**src/rtl/cfv_pkg.sv**
```systemverilog
package cfv_pkg;
  typedef enum logic {DIR_GATHER = 1'b0, DIR_EXPAND = 1'b1} dir_e;

  function automatic logic [7:0] lane_mask(input logic [1:0] sel);
    case (sel)
      2'd0: lane_mask = 8'h01;
      2'd1: lane_mask = 8'h03;
      2'd2: lane_mask = 8'h0F;
      default: lane_mask = 8'hFF;
    endcase
  endfunction

  // log2 of how many lanes fit in the element
  function automatic logic [3:0] cap_log2(input logic [1:0] ew_sel,
                                          input logic [1:0] pack_sel);
    cap_log2 = 4'd3 + {2'b00, ew_sel} - {2'b00, pack_sel};
  endfunction
endpackage

```
**src/rtl/cfv_ctrl.sv**
```systemverilog
module cfv_ctrl #(
  parameter int MAXVL = 8,
  localparam int VLW = $clog2(MAXVL)
) (
  input  logic           clk,
  input  logic           rst_n,
  input  logic           start,
  input  logic [VLW-1:0] vl_m1,
  output logic           load,
  output logic           busy,
  output logic [VLW-1:0] idx,
  output logic           done
);
  logic [VLW-1:0] last_q;

  assign load = start && !busy;

  always_ff @(posedge clk) begin
    if (!rst_n) begin
      busy   <= 1'b0;
      idx    <= '0;
      done   <= 1'b0;
      last_q <= '0;
    end else begin
      done <= 1'b0;
      if (load) begin
        busy   <= 1'b1;
        idx    <= '0;
        last_q <= vl_m1;
      end else if (busy) begin
        if (idx == last_q) begin
          busy <= 1'b0;
          done <= 1'b1;
        end else begin
          idx <= idx + 1'b1;
        end
      end
    end
  end
endmodule

```
**src/rtl/cfv_elem.sv**
```systemverilog
module cfv_elem
  import cfv_pkg::*;
#(
  parameter int FW    = 4,
  parameter int XLEN  = 64,
  parameter int MAXVL = 8,
  localparam int VLW  = $clog2(MAXVL)
) (
  input  dir_e           dir,
  input  logic [1:0]     pack_sel,
  input  logic [1:0]     ew_sel,
  input  logic [VLW-1:0] idx,
  input  logic           pred_bit,
  input  logic           zero_en,
  input  logic [FW-1:0]  mask,
  input  logic [FW-1:0]  mode,
  input  logic [FW-1:0]  fld,
  input  logic [XLEN-1:0] src,
  output logic           wr_en,
  output logic [FW-1:0]  wr_data,
  output logic           ins_en,
  output logic           ins_bit
);
  logic           in_range;
  logic [VLW+2:0] shamt;
  logic [XLEN-1:0] shifted;
  logic           lane_nz;
  logic           hit;
  logic           act;

  assign in_range = (idx >> cap_log2(ew_sel, pack_sel)) == '0;
  assign shamt    = {3'b000, idx} << pack_sel;
  assign shifted  = src >> shamt;
  assign lane_nz  = |(shifted[7:0] & lane_mask(pack_sel));
  assign hit      = |(mask & ~(fld ^ mode));
  assign act      = in_range && (pred_bit || zero_en);

  always_comb begin
    wr_en   = 1'b0;
    wr_data = '0;
    ins_en  = 1'b0;
    ins_bit = 1'b0;
    if (dir == DIR_EXPAND) begin
      wr_en = act;
      if (pred_bit) wr_data = mask & (lane_nz ? mode : ~mode);
    end else begin
      ins_en  = act;
      ins_bit = pred_bit && hit;
    end
  end
endmodule

```
**src/rtl/cfv_packer.sv**
```systemverilog
module cfv_packer #(
  parameter int XLEN  = 64,
  parameter int MAXVL = 8,
  localparam int VLW  = $clog2(MAXVL),
  localparam int LW   = $clog2(XLEN) + 1
) (
  input  logic [XLEN-1:0] word_in,
  input  logic [VLW-1:0]  idx,
  input  logic [1:0]      pack_sel,
  input  logic            en,
  input  logic            bit_val,
  output logic [XLEN-1:0] word_out
);
  for (genvar b = 0; b < XLEN; b++) begin : g_bit
    logic [LW-1:0] lane;
    assign lane        = LW'(b) >> pack_sel;
    assign word_out[b] = (en && lane == LW'(idx)) ? bit_val : word_in[b];
  end
endmodule

```
**src/rtl/cfv_seq.sv**
```systemverilog
module cfv_seq
  import cfv_pkg::*;
#(
  parameter int NFLD  = 16,
  parameter int FW    = 4,
  parameter int XLEN  = 64,
  parameter int MAXVL = 8,
  localparam int IDXW = $clog2(NFLD),
  localparam int VLW  = $clog2(MAXVL)
) (
  input  logic             clk,
  input  logic             rst_n,
  input  logic             start,
  input  logic             dir_expand,
  input  logic [IDXW-1:0]  base_fld,
  input  logic [VLW-1:0]   vl_m1,
  input  logic [FW-1:0]    mask,
  input  logic [FW-1:0]    mode,
  input  logic [1:0]       pack_sel,
  input  logic [1:0]       ew_sel,
  input  logic [MAXVL-1:0] pred,
  input  logic             zero_en,
  input  logic [XLEN-1:0]  int_src,
  input  logic [NFLD*FW-1:0] fld_all,
  output logic             busy,
  output logic             fw_en,
  output logic [IDXW-1:0]  fw_idx,
  output logic [FW-1:0]    fw_data,
  output logic [XLEN-1:0]  int_res,
  output logic             done,
  output logic             ovf
);
  localparam int UW = $clog2(XLEN) + 2;

  logic             load;
  logic [VLW-1:0]   idx;
  dir_e             dir_q;
  logic [IDXW-1:0]  base_q;
  logic [FW-1:0]    mask_q, mode_q;
  logic [1:0]       pack_q, ew_q;
  logic [MAXVL-1:0] pred_q;
  logic             zero_q;
  logic [XLEN-1:0]  src_q;
  logic [XLEN-1:0]  int_q;
  logic             ovf_q;

  cfv_ctrl #(.MAXVL(MAXVL)) u_ctrl (
    .clk(clk), .rst_n(rst_n), .start(start), .vl_m1(vl_m1),
    .load(load), .busy(busy), .idx(idx), .done(done)
  );

  // load-time overflow and kept-bit window
  logic [3:0]      cl;
  logic            ovf_d;
  logic [UW-1:0]   n_fit;
  logic [UW-1:0]   used;
  logic [XLEN-1:0] keep;

  assign cl    = cap_log2(ew_sel, pack_sel);
  assign ovf_d = (vl_m1 >> cl) != '0;
  assign n_fit = ovf_d ? (UW'(1) << cl) : (UW'(vl_m1) + UW'(1));
  assign used  = n_fit << pack_sel;

  always_comb begin
    for (int b = 0; b < XLEN; b++) keep[b] = UW'(b) < used;
  end

  // per-element datapath
  logic [FW-1:0] cur_fld;
  logic          e_wr, e_ins, e_bit;
  logic [FW-1:0] e_data;
  logic [XLEN-1:0] packed_w;

  assign fw_idx  = base_q + IDXW'(idx);
  assign cur_fld = fld_all[fw_idx*FW +: FW];

  cfv_elem #(.FW(FW), .XLEN(XLEN), .MAXVL(MAXVL)) u_elem (
    .dir(dir_q), .pack_sel(pack_q), .ew_sel(ew_q), .idx(idx),
    .pred_bit(pred_q[idx]), .zero_en(zero_q), .mask(mask_q), .mode(mode_q),
    .fld(cur_fld), .src(src_q), .wr_en(e_wr), .wr_data(e_data),
    .ins_en(e_ins), .ins_bit(e_bit)
  );

  cfv_packer #(.XLEN(XLEN), .MAXVL(MAXVL)) u_pack (
    .word_in(int_q), .idx(idx), .pack_sel(pack_q), .en(e_ins),
    .bit_val(e_bit), .word_out(packed_w)
  );

  always_ff @(posedge clk) begin
    if (!rst_n) begin
      dir_q  <= DIR_GATHER;
      base_q <= '0;
      mask_q <= '0;
      mode_q <= '0;
      pack_q <= '0;
      ew_q   <= '0;
      pred_q <= '0;
      zero_q <= 1'b0;
      src_q  <= '0;
      int_q  <= '0;
      ovf_q  <= 1'b0;
    end else if (load) begin
      dir_q  <= dir_e'(dir_expand);
      base_q <= base_fld;
      mask_q <= mask;
      mode_q <= mode;
      pack_q <= pack_sel;
      ew_q   <= ew_sel;
      pred_q <= pred;
      zero_q <= zero_en;
      src_q  <= int_src;
      int_q  <= dir_expand ? '0 : (int_src & keep);
      ovf_q  <= ovf_d;
    end else if (busy && dir_q == DIR_GATHER) begin
      int_q <= packed_w;
    end
  end

  assign fw_en   = busy && e_wr;
  assign fw_data = e_data;
  assign int_res = int_q;
  assign ovf     = ovf_q;
endmodule

```
**config.mk**
```make
export PLATFORM = sky130hd
export DESIGN_NAME = cfv_seq
export DESIGN_NICKNAME = d
export VERILOG_FILES = /design/src/rtl/cfv_pkg.sv /design/src/rtl/cfv_ctrl.sv /design/src/rtl/cfv_elem.sv /design/src/rtl/cfv_packer.sv /design/src/rtl/cfv_seq.sv
export SDC_FILE = /design/constraint.sdc
export NUM_CORES = 1
export LEC_CHECK = 0
export BUFFER_PORTS_ARGS = -buffer_cell sky130_fd_sc_hd__buf_2
export CORE_MARGIN = 3
export CORE_UTILIZATION = 36
export DETAILED_ROUTE_END_ITERATION = 10
export REMOVE_ABC_BUFFERS = 1
export SYNTH_ARGS = -nofsm -noshare
export SYNTH_HDL_FRONTEND = slang
export SYNTH_SLANG_ARGS = --single-unit
```
**constraint.sdc**
```tcl
create_clock -name clk -period 3.7 [get_ports clk]
set_input_delay 0.555 -clock clk [delete_from_list [all_inputs] [get_ports clk]]
set_output_delay 0.555 -clock clk [all_outputs]
set_load 0.005 [all_outputs]
```
==> metrics.csv <==
metric,value,unit
finalMaxSlewViolations,0,
stdcell_area,15100,µm²
critical_path_buf_inv_count,4,
final.hold.worst_slack,0.345,ns
drive_gt1_share,33.1,%
placement.cell_area,13600,µm²
transition_time_at_the_pin_with_the_least_slew_margin,1.09,ns
mean_instance_size_in_the_synthesized_netlist,7.75,µm²
peakVddDrop,315,µV
ios,236,
yosysWarningCount,0,
critPathTopFamily,multiplexers,
violations_in_the_final_reports,setup timing,
dp.final_hpwl,35.2,mm
drv.max_cap_violation_count,0,
antenna-diode-count,0,
cts_inserted_buffers,17,
routed_via_count_divided_by_cell_count,5.87,
wl,47.1,mm
area_growth_syn_to_layout,35.9,%
antenna_left,0,
io_buffer_count,235,
cp-end-kind,output port,
core_footprint,30000,µm²
r2r_cells,14,
yosysUniqueCellTypes,84,
grt_setup_unrepaired,yes,
syn-cell-area,11100,µm²
start_util,37.0,%
crit_type,reg -> out,
critical_path_required_time,3.14,ns
placed_cells,2093,
crit_path_top_delay_cell,sky130_fd_sc_hd__mux4_2,
synth_edf_count,0,
gp_congestion,0.912,
timing.final.crit_share,115,%
grt_pass1_vias,11857,
fp.dieH,182,µm
share_of_flip_flops_with_an_asynchronous_set_or_reset_after_synthesis,0,%
dr.first_iter.drc_count,1178,
reg2reg_from,u_ctrl.idx[0],
grt_pass1_wl,70.7,mm
synth_sequential_area_ratio,29.4,%
core.rowCount,63,
clock-sinks,163,
fin_worst_skew,0.0145,ns
crit_path_start,pack_q[0],
run_status,"finished, violations left",
maximum_cell_stage_delay_along_the_critical_path,0.53,ns
cts.reportedPaths.clkPinSlew,0.07,ns
fmaxAchievable,235,MHz
post-route-worst-setup-slack,-0.560,ns
worstHoldStart,base_fld[3],
clock_tree_root,sky130_fd_sc_hd__clkbuf_16,
nFillCells,2931,
tritoncts_clock_tree,built,
series_of_cell_instances_along_the_critical_path,buf_6 > mux2i_4 > a21o_1 > mux4_2 > mux2i_2 > buf_4 > o221ai_4 > a32oi_2 > o211ai_1 > a311oi_4 > buf_12 > mux2i_1 > buf_2,
syn-instance-count,1434,
critPathLaunchType,register,
clock_latency,0.44,ns
rrSetupSlack,-0.19,ns
cp_max_fo,6,
antenna_found_initial,0,
ys_ff_latch,163,
finalHoldViolCount,0,
regArea,3270,µm²
area_of_the_multi_input_gates,7720,µm²
firstDrtPassIters,5,
cell_depth_of_the_worst_min_delay_path,3,
preCtsSetupSlack,-0.262,ns
synthFlopType,sky130_fd_sc_hd__dfxtp_1,
whs_endpoint,base_q[3],
wl_per_cell,21.9,µm
setup_viol_count_final,62,
grt_remaining_overflow,0,
timing.max_slew.rel_slack,26.9,%
fp.dieW,182,µm
min_path_type,in -> reg,
detail_route.drc_violations,0,
timing.final.crit_period,4.26,ns
ctsLongestPathBuffers,2,
p_per_area,343,nW/µm²
postCtsHoldBufs,0,
grt_util_all_layers,27.2,%
num_vias,12631,
rr_endpoint,int_res[12],
fp.dieArea,33000,µm²
pin_count_of_the_biggest_net_entering_global_routing,67,
post-layout-total-power,0.00518,W
h-tree-depth,4,
finish.net_count,1929,
layout.cells.non_filler,2152,
cp.arrival,3.70,ns
leakage,6.08,nW
## Yosys cell counts, types with 17 or more instances
cell type / instances / area, µm²
sky130_fd_sc_hd__buf_2: 26 / 130
sky130_fd_sc_hd__ha_1: 17 / 213
sky130_fd_sc_hd__nor3_1: 29 / 145
sky130_fd_sc_hd__o21ai_0: 87 / 435
sky130_fd_sc_hd__dfxtp_1: 163 / 3260
sky130_fd_sc_hd__a211oi_1: 38 / 285
sky130_fd_sc_hd__nand3_1: 33 / 165
sky130_fd_sc_hd__xnor2_1: 17 / 149
sky130_fd_sc_hd__mux4_2: 29 / 653
sky130_fd_sc_hd__a21oi_1: 190 / 951
sky130_fd_sc_hd__nand2_1: 260 / 976
sky130_fd_sc_hd__inv_1: 30 / 113
sky130_fd_sc_hd__nor2_1: 65 / 244
sky130_fd_sc_hd__clkbuf_1: 68 / 255
sky130_fd_sc_hd__mux2i_1: 51 / 510
sky130_fd_sc_hd__a31oi_1: 46 / 288
## worst register-to-register path: cells and delay by family (launching register included)
kind	cells	cell delay, ns
and+or+nand+nor	1	0.15
DFF	1	0.34
AOI/OAI and AO/OA	2	0.72
adders and majority gates	2	0.75
buffers and inverters	6	0.85
muxes	3	0.97
## report_power, final
| part | leakage (nW) | switching, W | internal, W | total, W |
|---|---|---|---|---|
| logic | 4.46 | 0.000772 | 0.000626 | 0.00140 |
| registers | 1.34 | 0.000120 | 0.00187 | 0.00199 |
| clock network | 0.273 | 0.000890 | 0.000894 | 0.00178 |
| total | 6.08 | 0.00178 | 0.00339 | 0.00518 |
## cell usage in the layout (no fill, tap or decap), types with 12 or more instances in the layout
cell type	count
sky130_fd_sc_hd__clkbuf_16	19
sky130_fd_sc_hd__nor2b_1	14
sky130_fd_sc_hd__nand2_1	260
sky130_fd_sc_hd__xor2_1	12
sky130_fd_sc_hd__mux2i_1	47
sky130_fd_sc_hd__ha_1	15
sky130_fd_sc_hd__a22oi_1	12
sky130_fd_sc_hd__o21ai_0	83
sky130_fd_sc_hd__nand2b_1	14
sky130_fd_sc_hd__a21oi_2	22
sky130_fd_sc_hd__nand3_1	33
sky130_fd_sc_hd__a21oi_1	162
sky130_fd_sc_hd__a211oi_2	12
sky130_fd_sc_hd__inv_1	29
sky130_fd_sc_hd__buf_2	235
sky130_fd_sc_hd__xnor2_1	17
sky130_fd_sc_hd__nor2_1	61
sky130_fd_sc_hd__o211ai_1	16
sky130_fd_sc_hd__buf_12	18
sky130_fd_sc_hd__a211oi_1	25
sky130_fd_sc_hd__a31oi_1	37
sky130_fd_sc_hd__buf_4	144
sky130_fd_sc_hd__mux4_2	29
sky130_fd_sc_hd__and3b_1	13
sky130_fd_sc_hd__dfxtp_1	161
sky130_fd_sc_hd__nor3_1	26
## cell families after synthesis
family | share of synthesized area [%]
compound gates | 27.8
simple gates | 20.0
flops | 29.4
buf+inv | 6.15
mux | 11.8
xor+xnor | 2.43
fa+ha+maj | 2.45
## through the flow
stage | TNS, ns | utilization [%]
after global routing | -14.29 | 50.3
after CTS | -10.10 | 48.6
final | -8.88 | 50.3
after global placement | -1.50 | 45.2
after detailed placement | -1.96 | 45.2
after floorplan | -328.93 | -
## routing by layer
layer / part of all wire, % / wire [µm] / GRT usage, % / up-vias
li1: - / - / - / 5914
met1: 44 / 20900 / 37.8 / 6091
met2: 46 / 21800 / 43.5 / 543
met3: 6.3 / 2960 / 3.71 / 83
met4: 3.0 / 1440 / 8.96 / 0
met5: 0 / 0 / 0 / -
## cell type report
type,instances,area share (%)
inverters,34,0.853
flip-flops and latches,163,21.6
clock inverters,15,0.928
clock buffers,17,2.82
multi-input cells,1117,51.1
repair buffers,416,19.4
well taps,390,3.23
## registers in the layout, summed over array words and instances, names as in the netlist
signal         cells
int_res           64
pred_q             8
u_ctrl.busy        1
dir_q              1
u_ctrl.done        1
base_q             4
ew_q               2
pack_q             2
mask_q             4
zero_q             1
mode_q             4
src_q             64
u_ctrl.idx         3
u_ctrl.last_q      3
ovf                1
## timing repair
action	in CTS	in global routing
pin swaps	25	26
cloned	4	2
setup endpoints to repair	7	65
gates resized for setup	54	75
setup buffers	10	11
## how the worst max path moves through the flow
stage | endpoint | cells after the start
after floorplan | int_res[51] | 4
after global placement | int_res[25] | 16
after detailed placement | fw_data[0] | 15
after CTS | fw_data[0] | 12
after global routing | fw_data[3] | 13
final | fw_data[0] | 13
No activity file was read; power rests on OpenSTA's default activity.
